==> src/rtl/wdog_pkg.sv <==
package wdog_pkg;
  localparam int unsigned CNT_W  = 7;
  localparam int unsigned REG_W  = CNT_W + 1;
  localparam int unsigned TOP_BIT = CNT_W - 1;
  localparam logic [CNT_W-1:0] EXPIRE_VAL = CNT_W'(1) << TOP_BIT;
  localparam logic [CNT_W-1:0] RESET_CNT  = '1;

  typedef struct packed {
    logic             arm;
    logic [CNT_W-1:0] cnt;
  } wdog_reg_t;
endpackage

==> src/rtl/wdog_prescaler.sv <==
module wdog_prescaler #(
  parameter int unsigned DIV = 49152
) (
  input  logic clk,
  input  logic rst_n,
  input  logic restart,
  output logic tick
);
  localparam int unsigned PW = (DIV > 2) ? $clog2(DIV) : 1;
  localparam logic [PW-1:0] LAST = PW'(DIV - 1);

  logic [PW-1:0] phase;

  assign tick = (phase == LAST) && !restart;

  always_ff @(posedge clk) begin
    if (!rst_n)              phase <= '0;
    else if (restart || tick) phase <= '0;
    else                     phase <= phase + 1'b1;
  end

  assert_no_tick_after_restart_R4: assert property (@(posedge clk) disable iff (!rst_n)
    restart |=> !tick);
  assert_phase_in_range_R3: assert property (@(posedge clk) disable iff (!rst_n)
    phase <= LAST);
endmodule

==> src/rtl/wdog_counter.sv <==
module wdog_counter
  import wdog_pkg::*;
(
  input  logic             clk,
  input  logic             rst_n,
  input  logic             wr_en,
  input  wdog_reg_t        wr_val,
  input  logic             tick,
  output wdog_reg_t        state,
  output logic             fire
);
  wdog_reg_t nxt;
  logic      crosses;

  always_comb begin
    nxt = state;
    nxt.arm = state.arm | (wr_en & wr_val.arm);
    if (wr_en)     nxt.cnt = wr_val.cnt;
    else if (tick) nxt.cnt = state.cnt - 1'b1;
  end

  assign crosses = wr_en ? !wr_val.cnt[TOP_BIT]
                         : (tick && state.cnt == EXPIRE_VAL);
  assign fire = nxt.arm & crosses;

  always_ff @(posedge clk) begin
    if (!rst_n) state <= '{arm: 1'b0, cnt: RESET_CNT};
    else        state <= nxt;
  end

  assert_decrement_on_tick_R3: assert property (@(posedge clk) disable iff (!rst_n)
    (tick && !wr_en) |=> state.cnt == $past(state.cnt) - 1'b1);
  assert_hold_when_idle_R3: assert property (@(posedge clk) disable iff (!rst_n)
    (!tick && !wr_en) |=> $stable(state));
  assert_arm_sticky_R5: assert property (@(posedge clk) disable iff (!rst_n)
    state.arm |=> state.arm);
  assert_fire_only_armed_R7: assert property (@(posedge clk) disable iff (!rst_n)
    fire |=> state.arm);
endmodule

==> src/rtl/wdog_pulse.sv <==
module wdog_pulse #(
  parameter int unsigned LEN = 4
) (
  input  logic clk,
  input  logic rst_n,
  input  logic fire,
  output logic pulse_n
);
  localparam int unsigned LW = $clog2(LEN + 1);
  localparam logic [LW-1:0] LOAD = LW'(LEN);

  logic [LW-1:0] remain;

  assign pulse_n = (remain == '0);

  always_ff @(posedge clk) begin
    if (!rst_n)             remain <= '0;
    else if (fire)          remain <= LOAD;
    else if (remain != '0)  remain <= remain - 1'b1;
  end

  assert_fire_starts_pulse_R8: assert property (@(posedge clk) disable iff (!rst_n)
    fire |=> !pulse_n);
  assert_pulse_has_cause_R6: assert property (@(posedge clk) disable iff (!rst_n)
    $fell(pulse_n) |-> $past(fire));
endmodule

==> src/rtl/wdog_top.sv <==
module wdog_top
  import wdog_pkg::*;
#(
  parameter int unsigned PRESCALE     = 49152,
  parameter int unsigned PULSE_CYCLES = 4
) (
  input  logic             clk,
  input  logic             rst_n,
  input  logic             wr_en,
  input  logic [REG_W-1:0] wr_data,
  output logic [REG_W-1:0] rd_data,
  output logic             wd_reset_n
);
  logic      tick;
  logic      fire;
  wdog_reg_t state;

  wdog_prescaler #(.DIV(PRESCALE)) u_pre (
    .clk(clk), .rst_n(rst_n), .restart(wr_en), .tick(tick)
  );

  wdog_counter u_cnt (
    .clk(clk), .rst_n(rst_n), .wr_en(wr_en), .wr_val(wdog_reg_t'(wr_data)),
    .tick(tick), .state(state), .fire(fire)
  );

  wdog_pulse #(.LEN(PULSE_CYCLES)) u_pls (
    .clk(clk), .rst_n(rst_n), .fire(fire), .pulse_n(wd_reset_n)
  );

  assign rd_data = state;

  assert_write_reloads_R4: assert property (@(posedge clk) disable iff (!rst_n)
    wr_en |=> rd_data[CNT_W-1:0] == $past(wr_data[CNT_W-1:0]));
  assert_write_arms_R5: assert property (@(posedge clk) disable iff (!rst_n)
    (wr_en && wr_data[REG_W-1]) |=> rd_data[REG_W-1]);
  assert_reset_state_R1: assert property (@(posedge clk)
    !rst_n |=> (rd_data == 8'h7F && wd_reset_n));
endmodule

==> config.mk <==
export PLATFORM = sky130hd
export DESIGN_NAME = wdog_top
export DESIGN_NICKNAME = d
export VERILOG_FILES = /design/src/rtl/wdog_pkg.sv /design/src/rtl/wdog_prescaler.sv /design/src/rtl/wdog_counter.sv /design/src/rtl/wdog_pulse.sv /design/src/rtl/wdog_top.sv
export SDC_FILE = /design/constraint.sdc
export NUM_CORES = 1
export LEC_CHECK = 0
export ABC_AREA = 1
export BUFFER_PORTS_ARGS = -buffer_cell sky130_fd_sc_hd__buf_2
export CELL_PAD_IN_SITES_DETAIL_PLACEMENT = 1
export CELL_PAD_IN_SITES_GLOBAL_PLACEMENT = 1
export CORE_UTILIZATION = 25
export CTS_BUF_LIST = sky130_fd_sc_hd__clkbuf_8
export DETAILED_ROUTE_END_ITERATION = 12
export GPL_TIMING_DRIVEN = 1
export PLACE_DENSITY_LB_ADDON = 0.1
export SLEW_MARGIN = 5
export SYNTH_ARGS = -nofsm -noshare
export SYNTH_HDL_FRONTEND = slang
export SYNTH_SLANG_ARGS = --single-unit
==> constraint.sdc <==
create_clock -name clk -period 3.6 [get_ports clk]
set_input_delay 0.72 -clock clk [delete_from_list [all_inputs] [get_ports clk]]
set_output_delay 0.72 -clock clk [all_outputs]
set_load 0.005 [all_outputs]
==> flow_summary.toml, run 1 <==
[grt]
globalRouteTotalUtil_pct = 12.59
antenna_found_initial = 0
grt-ovfl-total = 0
grt_pass1_vias = 1314
grt_pass1_wl_um = 6230
grt_max_degree = 17

[die]
die_x_um = 80.56
die_area_sq_um = 6489
io_pins = 20
dieHeight_um = 80.56
num_rows = 28
start_util_pct = 26.06
fp.coreArea_sq_um = 5921

[final_layout]
drive_gt1_share_pct = 19.13
num_antenna_cells = 0
fin_nets = 247
design_area_sq_um = 1749
area_delta_synth_final_pct = 13.38

[clock_network]
cts.clk_slew.worst_paths_ps = 90
clock_sinks = 27
cts_made_buffers = 3
postCtsHoldBufs = 0
cts_resized = 0
clock_latency_ps = 270
clockBufferDepth = 2
cts_tree = "done"
cts_root_buffer = "clkbuf_8"
htreeDepth = 1
post_cts_buffers = 0

[synth]
synth_edf_count = 0
synthCells = 210
netlist_area_sq_um = 1543
synth_ff_type = "dfxtp_1"
synth_top_cell_area_share_pct = 35.04
synth_largest_area_cell = "dfxtp_1"
synth_area_leaders = "dfxtp_1, nand2_1, nand3_1"
synth_seq_cells = 27
yosysSeqAreaShare_pct = 35.04
async_reset_ff_share_pct = 0
yosys_warnings = 0
synth_nets = 226
synth_cell_types = 27
synth_area_per_cell_sq_um = 7.346

[timing]
rsz0062_at_grt = "false"
setup_viol = 0
worstMarginPinSlew_ps = 474.4
fin_setup_tns_ps = 0
finalCritPeriodShare_pct = 55.91
relSlewSlack_pct = 68.34
hold_viol = 0
fin_ws_ps = 1587
period_needed_ps = 2013
final-max-slew-violation-count = 0
hold-worst-slack_ps = 472.1
fin_skew_ps = 9.125
max_freq_mhz = 496.8

[placement]
place_hpwl_um = 2847
globalplace.congestion = 0.7237
dpl-instance-area_sq_um = 1704
dp_slack_ps = 1678
port_buffers = 19

[power]
p_per_area_nw_per_um2 = 365.4
ir_drop_mv = 0.2479
leakage_uw = 0.0007150
power_uw = 639.1

[critical_path]
r2r_cells = 8
reg2reg_from = "u_pre.phase[0]"
regToRegSetupSlack_ps = 2090
r2r_end = "u_pls.remain[0]"
required_ps = 2880
cp_data_arrival_time_ps = 1290
worst_setup_path_start_kind = "register"
end_kind = "output pin"
crit_type = "register to output pin"
crit_fanout = 5

[drt]
routed_wl_um = 3680
drt_iter0_drc = 21
ant_nets = 0
vias_per_cell = 4.580
drc = 0
wl_per_cell_um = 12.07
dr.pass1.iters = 4
num_vias = 1397

[worst_hold_path]
hp-class = "register to register"
hold-path-endpoint = "u_pre.phase[0]"
hold_start = "u_pre.phase[0]"
whs_path_depth = 1

[job]
cap_viol_max_count = 0

[run_status]
status = "finished clean"
## worst max-delay path, cell delays in order, from the launching register on
cell     delay [ps]
dfxtp_1         340
inv_1            80
ha_1            140
inv_1            40
nor2_1          250
buf_2           180
## cell usage after synthesis, types with 2 or more instances
master    count
xnor2_1       5
xor2_1        3
nor3_2        2
nor3_1        3
o21ai_0       7
inv_1        27
nor2_4        5
nand3_1      26
nand2_2       5
dfxtp_1      27
nor2_1       28
a21oi_2       3
a21oi_1      11
or2_2         2
clkbuf_1      2
ha_1          5
nand4_1       5
nand2_1      35
## logic make-up after synthesis
kind of cell	after synthesis	synth area share, %
flops	27	35.04
compound gates	23	9.084
buf+inv	31	8.597
simple gates	116	38.69
fa+ha+maj	5	4.055
xor+xnor	8	4.542
## state kept, by name, indices dropped and copies added, names as in the netlist
register	cells
u_cnt.state	8
u_pre.phase	16
u_pls.remain	3
## layout by cell type, fill, tap and decap left out
| cell | n |
|---|---|
| nand4_1 | 5 |
| nand2_2 | 5 |
| a21o_1 | 1 |
| buf_2 | 19 |
| xor2_1 | 3 |
| nand3_1 | 26 |
| nor3_1 | 3 |
| clkbuf_8 | 3 |
| nand3_4 | 1 |
| nand4_4 | 1 |
| a21oi_1 | 11 |
| or2_0 | 1 |
| nand2_4 | 1 |
| nand3b_1 | 1 |
| dfxtp_1 | 27 |
| nor2_1 | 28 |
| nor2_4 | 5 |
| a21oi_2 | 3 |
| xnor2_1 | 5 |
| inv_1 | 28 |
| inv_2 | 1 |
| or2_2 | 2 |
| o21ai_4 | 1 |
| nor3_2 | 2 |
| o21ai_0 | 7 |
| nand2_1 | 35 |
| ha_1 | 5 |
## per-stage QoR
step                util, %  cells
floorplan                 -    210
global placement      28.78    301
detailed placement    28.78    301
CTS                   29.54    305
global route          29.54    305
finish                29.54    305
## routing by layer
layer	GRT usage, %	part of all wire (%)	up-vias
li1	-	-	718
met1	16.66	51	668
met4	2.143	0.68	0
met5	0	0	-
met3	3.182	2.6	2
met2	20.68	46	9
## area by class of cell
cell class                      count  area [sq um]
Clock buffer                        3         41.29
Clock inverter                      1         3.754
Fill cell                         749          4172
Inverter                           28         105.1
Multi-Input combinational cell    152         869.6
Sequential cell                    27         540.5
Tap cell                           75         93.84
Timing Repair Buffer               19         95.09
## power breakdown
group / switching [uW] / leakage [uW] / internal, uW / total [uW]
Combinational: 73.4 / 0.000467 / 55.1 / 129
Sequential: 16.3 / 0.000221 / 320 / 336
Clock: 98.0 / 0.0000269 / 76.6 / 175
## worst max path at each step
stage | from | end | slack, ps | cells after the start
2_1_floorplan | u_pls.remain[0] | wd_reset_n | 2120 | 4
3_3_place_gp | wr_en | u_pre.phase[2] | 1720 | 4
3_5_place_dp | wr_en | u_pre.phase[2] | 1680 | 4
4_1_cts | u_pls.remain[0] | wd_reset_n | 1550 | 5
5_1_grt | u_pls.remain[0] | wd_reset_n | 1450 | 5
6_report | u_pls.remain[0] | wd_reset_n | 1590 | 5
Power figures use the tool's default switching activity.
==> run 2: changes to the inputs <==
--- a/config.mk
+++ b/config.mk
@@ -5,7 +5,7 @@
 export SDC_FILE = /design/constraint.sdc
 export NUM_CORES = 1
 export LEC_CHECK = 0
-export ABC_AREA = 1
+export ABC_AREA = 0
 export BUFFER_PORTS_ARGS = -buffer_cell sky130_fd_sc_hd__buf_2
 export CELL_PAD_IN_SITES_DETAIL_PLACEMENT = 1
 export CELL_PAD_IN_SITES_GLOBAL_PLACEMENT = 1
==> constraint.sdc (replaced) <==
create_clock -name clk -period 2.1 [get_ports clk]
set_input_delay 0.42 -clock clk [delete_from_list [all_inputs] [get_ports clk]]
set_output_delay 0.42 -clock clk [all_outputs]
set_load 0.005 [all_outputs]
==> flow_summary.toml, run 2 <==
[clock_network]
post_cts_buffers = 0
cts_resized = 0
cts_root_buffer = "clkbuf_8"
cts_tree = "done"
clockBufferDepth = 2
htreeDepth = 1
clock_latency_ps = 280
postCtsHoldBufs = 0
cts.clk_slew.worst_paths_ps = 100
cts_made_buffers = 3
clock_sinks = 27

[drt]
vias_per_cell = 5.027
ant_nets = 0
num_vias = 1302
routed_wl_um = 3865
wl_per_cell_um = 14.92
drc = 0
drt_iter0_drc = 28
dr.pass1.iters = 4

[grt]
grt_max_degree = 21
grt_use_met1_pct = 17.20
grt_pass1_vias = 1303
grtUsageMet2_pct = 22.48
globalRouteTotalUtil_pct = 13.43
grt-ovfl-total = 0
grt_pass1_wl_um = 6575
antenna_found_initial = 0
top_usage_layer = "met2"
use_met3_pct = 3.295

[critical_path]
required_ps = 1680
crit_fanout = 4
reg2reg_from = "u_pre.phase[0]"
crit_type = "register to output pin"
end_kind = "output pin"
worst_setup_path_start_kind = "register"
cp_data_arrival_time_ps = 1340
r2r_cells = 5
r2r_end = "u_pre.phase[14]"
regToRegSetupSlack_ps = 350

[final_layout]
drive_gt1_share_pct = 21.20
nFillCells = 724
most-common-layout-cells = "dfxtp_1, buf_2, nor2_1"
area_delta_synth_final_pct = 11.84
num_antenna_cells = 0
largest_reg_flops = 16
layout_commonest_cell = "dfxtp_1"
largest_registers = "u_pre.phase x16, u_cnt.state x8, u_pls.remain x3"
fin_nets = 201
utilization_pct = 28.95
top_register = "u_pre.phase"

[die]
die_x_um = 80.30
num_rows = 28
start_util_pct = 25.89
die_area_sq_um = 6448
io_pins = 20
fp.coreArea_sq_um = 5921
dieHeight_um = 80.30

[run_status]
status = "finished clean"

[timing]
fin_skew_ps = 7.711
relSlewSlack_pct = 72.76
worstMarginPinSlew_ps = 405.3
rsz0062_at_grt = "false"
finalCritPeriodShare_pct = 83.77
hold_viol = 0
fin_ws_ps = 340.9
setup_viol = 0
fin_setup_tns_ps = 0
max_freq_mhz = 568.5
hold-worst-slack_ps = 380.4
final-max-slew-violation-count = 0
period_needed_ps = 1759

[power]
ir_drop_mv = 0.3084
leakage_uw = 0.0006633
sw_frac_of_total_pct = 29.46
seqPwrFrac_pct = 51.5
switching_power_uw = 333.6
p_clk_share_pct = 27.0
combPwrFrac_pct = 21.5
p_per_area_nw_per_um2 = 660.7
p_int_uw = 798.9

[synth]
yosys_warnings = 0
yosysSeqAreaShare_pct = 35.27
synth_cell_types = 45
synth_edf_count = 0
synthCells = 166
synth_commonest_cells = "dfxtp_1, nor2_1, xor2_1"
synth_largest_area_cell = "dfxtp_1"
synth_top_cell_area_share_pct = 35.27
synth_seq_cells = 27
synth_area_leaders = "dfxtp_1, xor2_1, nor2_1"
synth_area_per_cell_sq_um = 9.233
yosysMostFrequentCell = "dfxtp_1"
synth_ff_type = "dfxtp_1"
synth_nets = 182
netlist_area_sq_um = 1533
async_reset_ff_share_pct = 0

[worst_hold_path]
hold_start = "wr_data[5]"
whs_path_depth = 3
hp-class = "input pin to register"
hold-path-endpoint = "u_cnt.state[5]"

[placement]
globalplace.congestion = 0.7486
port_buffers = 19
dp_slack_ps = 371.0
place_hpwl_um = 2923

[job]
cap_viol_max_count = 0
-- run 2: cell count changes after synthesis, sizes merged, moves of 5 or more --
cell / change
a21oi: -9
and4: +6
inv: -19
nand2: -32
nand3: -20
nand4: +5
nor2: -15
xor2: +7
-- run 2: cell type report --
class	count	area, sq um	share of cell area (%)
well taps	75	93.84	5.474
clock buffers	3	41.29	2.409
multi-input cells	123	889.6	51.90
flip-flops and latches	27	540.5	31.53
inverters	9	33.78	1.971
repair buffers	21	110.1	6.423
clock inverters	1	5.005	0.2920
-- run 2: metrics by stage --
stage,cell area (sq um),std cells,power [uW]
after global placement,1668,255,831.8
after global routing,1714,259,1228
final,1714,259,1133
after floorplan,1533,166,769.1
after detailed placement,1668,255,843.4
after CTS,1714,259,1155
-- run 2: logic make-up (layout without fill, tap and decap cells) --
logic type | count (synthesis) | count (layout) | synth area share, %
compound gates | 21 | 21 | 10.04
xor+xnor | 13 | 13 | 7.429
fa+ha+maj | 5 | 5 | 4.082
buf+inv | 16 | 34 | 6.693
flops | 27 | 27 | 35.27
mux | 4 | 4 | 2.694
simple gates | 80 | 80 | 33.80
-- run 2: layer usage --
metal  vias up  wire [um]
li1        645          -
met5         -          0
met4         0         27
met1       636       1872
met2        19       1843
met3         2        121
-- run 2: power by group through the flow --
stage	Clock, uW	Sequential (uW)	Combinational [uW]
2_1_floorplan	0	588	181
3_3_place_gp	0	592	240
3_5_place_dp	0	595	248
4_1_cts	323	583	249
5_1_grt	351	589	288
6_report	306	583	244
-- run 2: worst max-delay path, cell delays in order, from the launching register on --
cell and delay, ps:
dfxtp_1 320, inv_1 100, ha_1 170, nor2b_1 290, buf_2 180
-- run 2: worst max-delay path by stage --
stage | endpoint | depth (start not counted) | slack [ps] | startpoint
6_report | wd_reset_n | 4 | 340 | u_pls.remain[0]
5_1_grt | u_pre.phase[14] | 5 | 160 | u_pre.phase[0]
4_1_cts | wd_reset_n | 4 | 320 | u_pls.remain[0]
3_5_place_dp | u_cnt.state[0] | 5 | 370 | u_pre.phase[0]
3_3_place_gp | u_pre.phase[15] | 5 | 410 | rst_n
2_1_floorplan | u_cnt.state[0] | 5 | 510 | u_pre.phase[0]
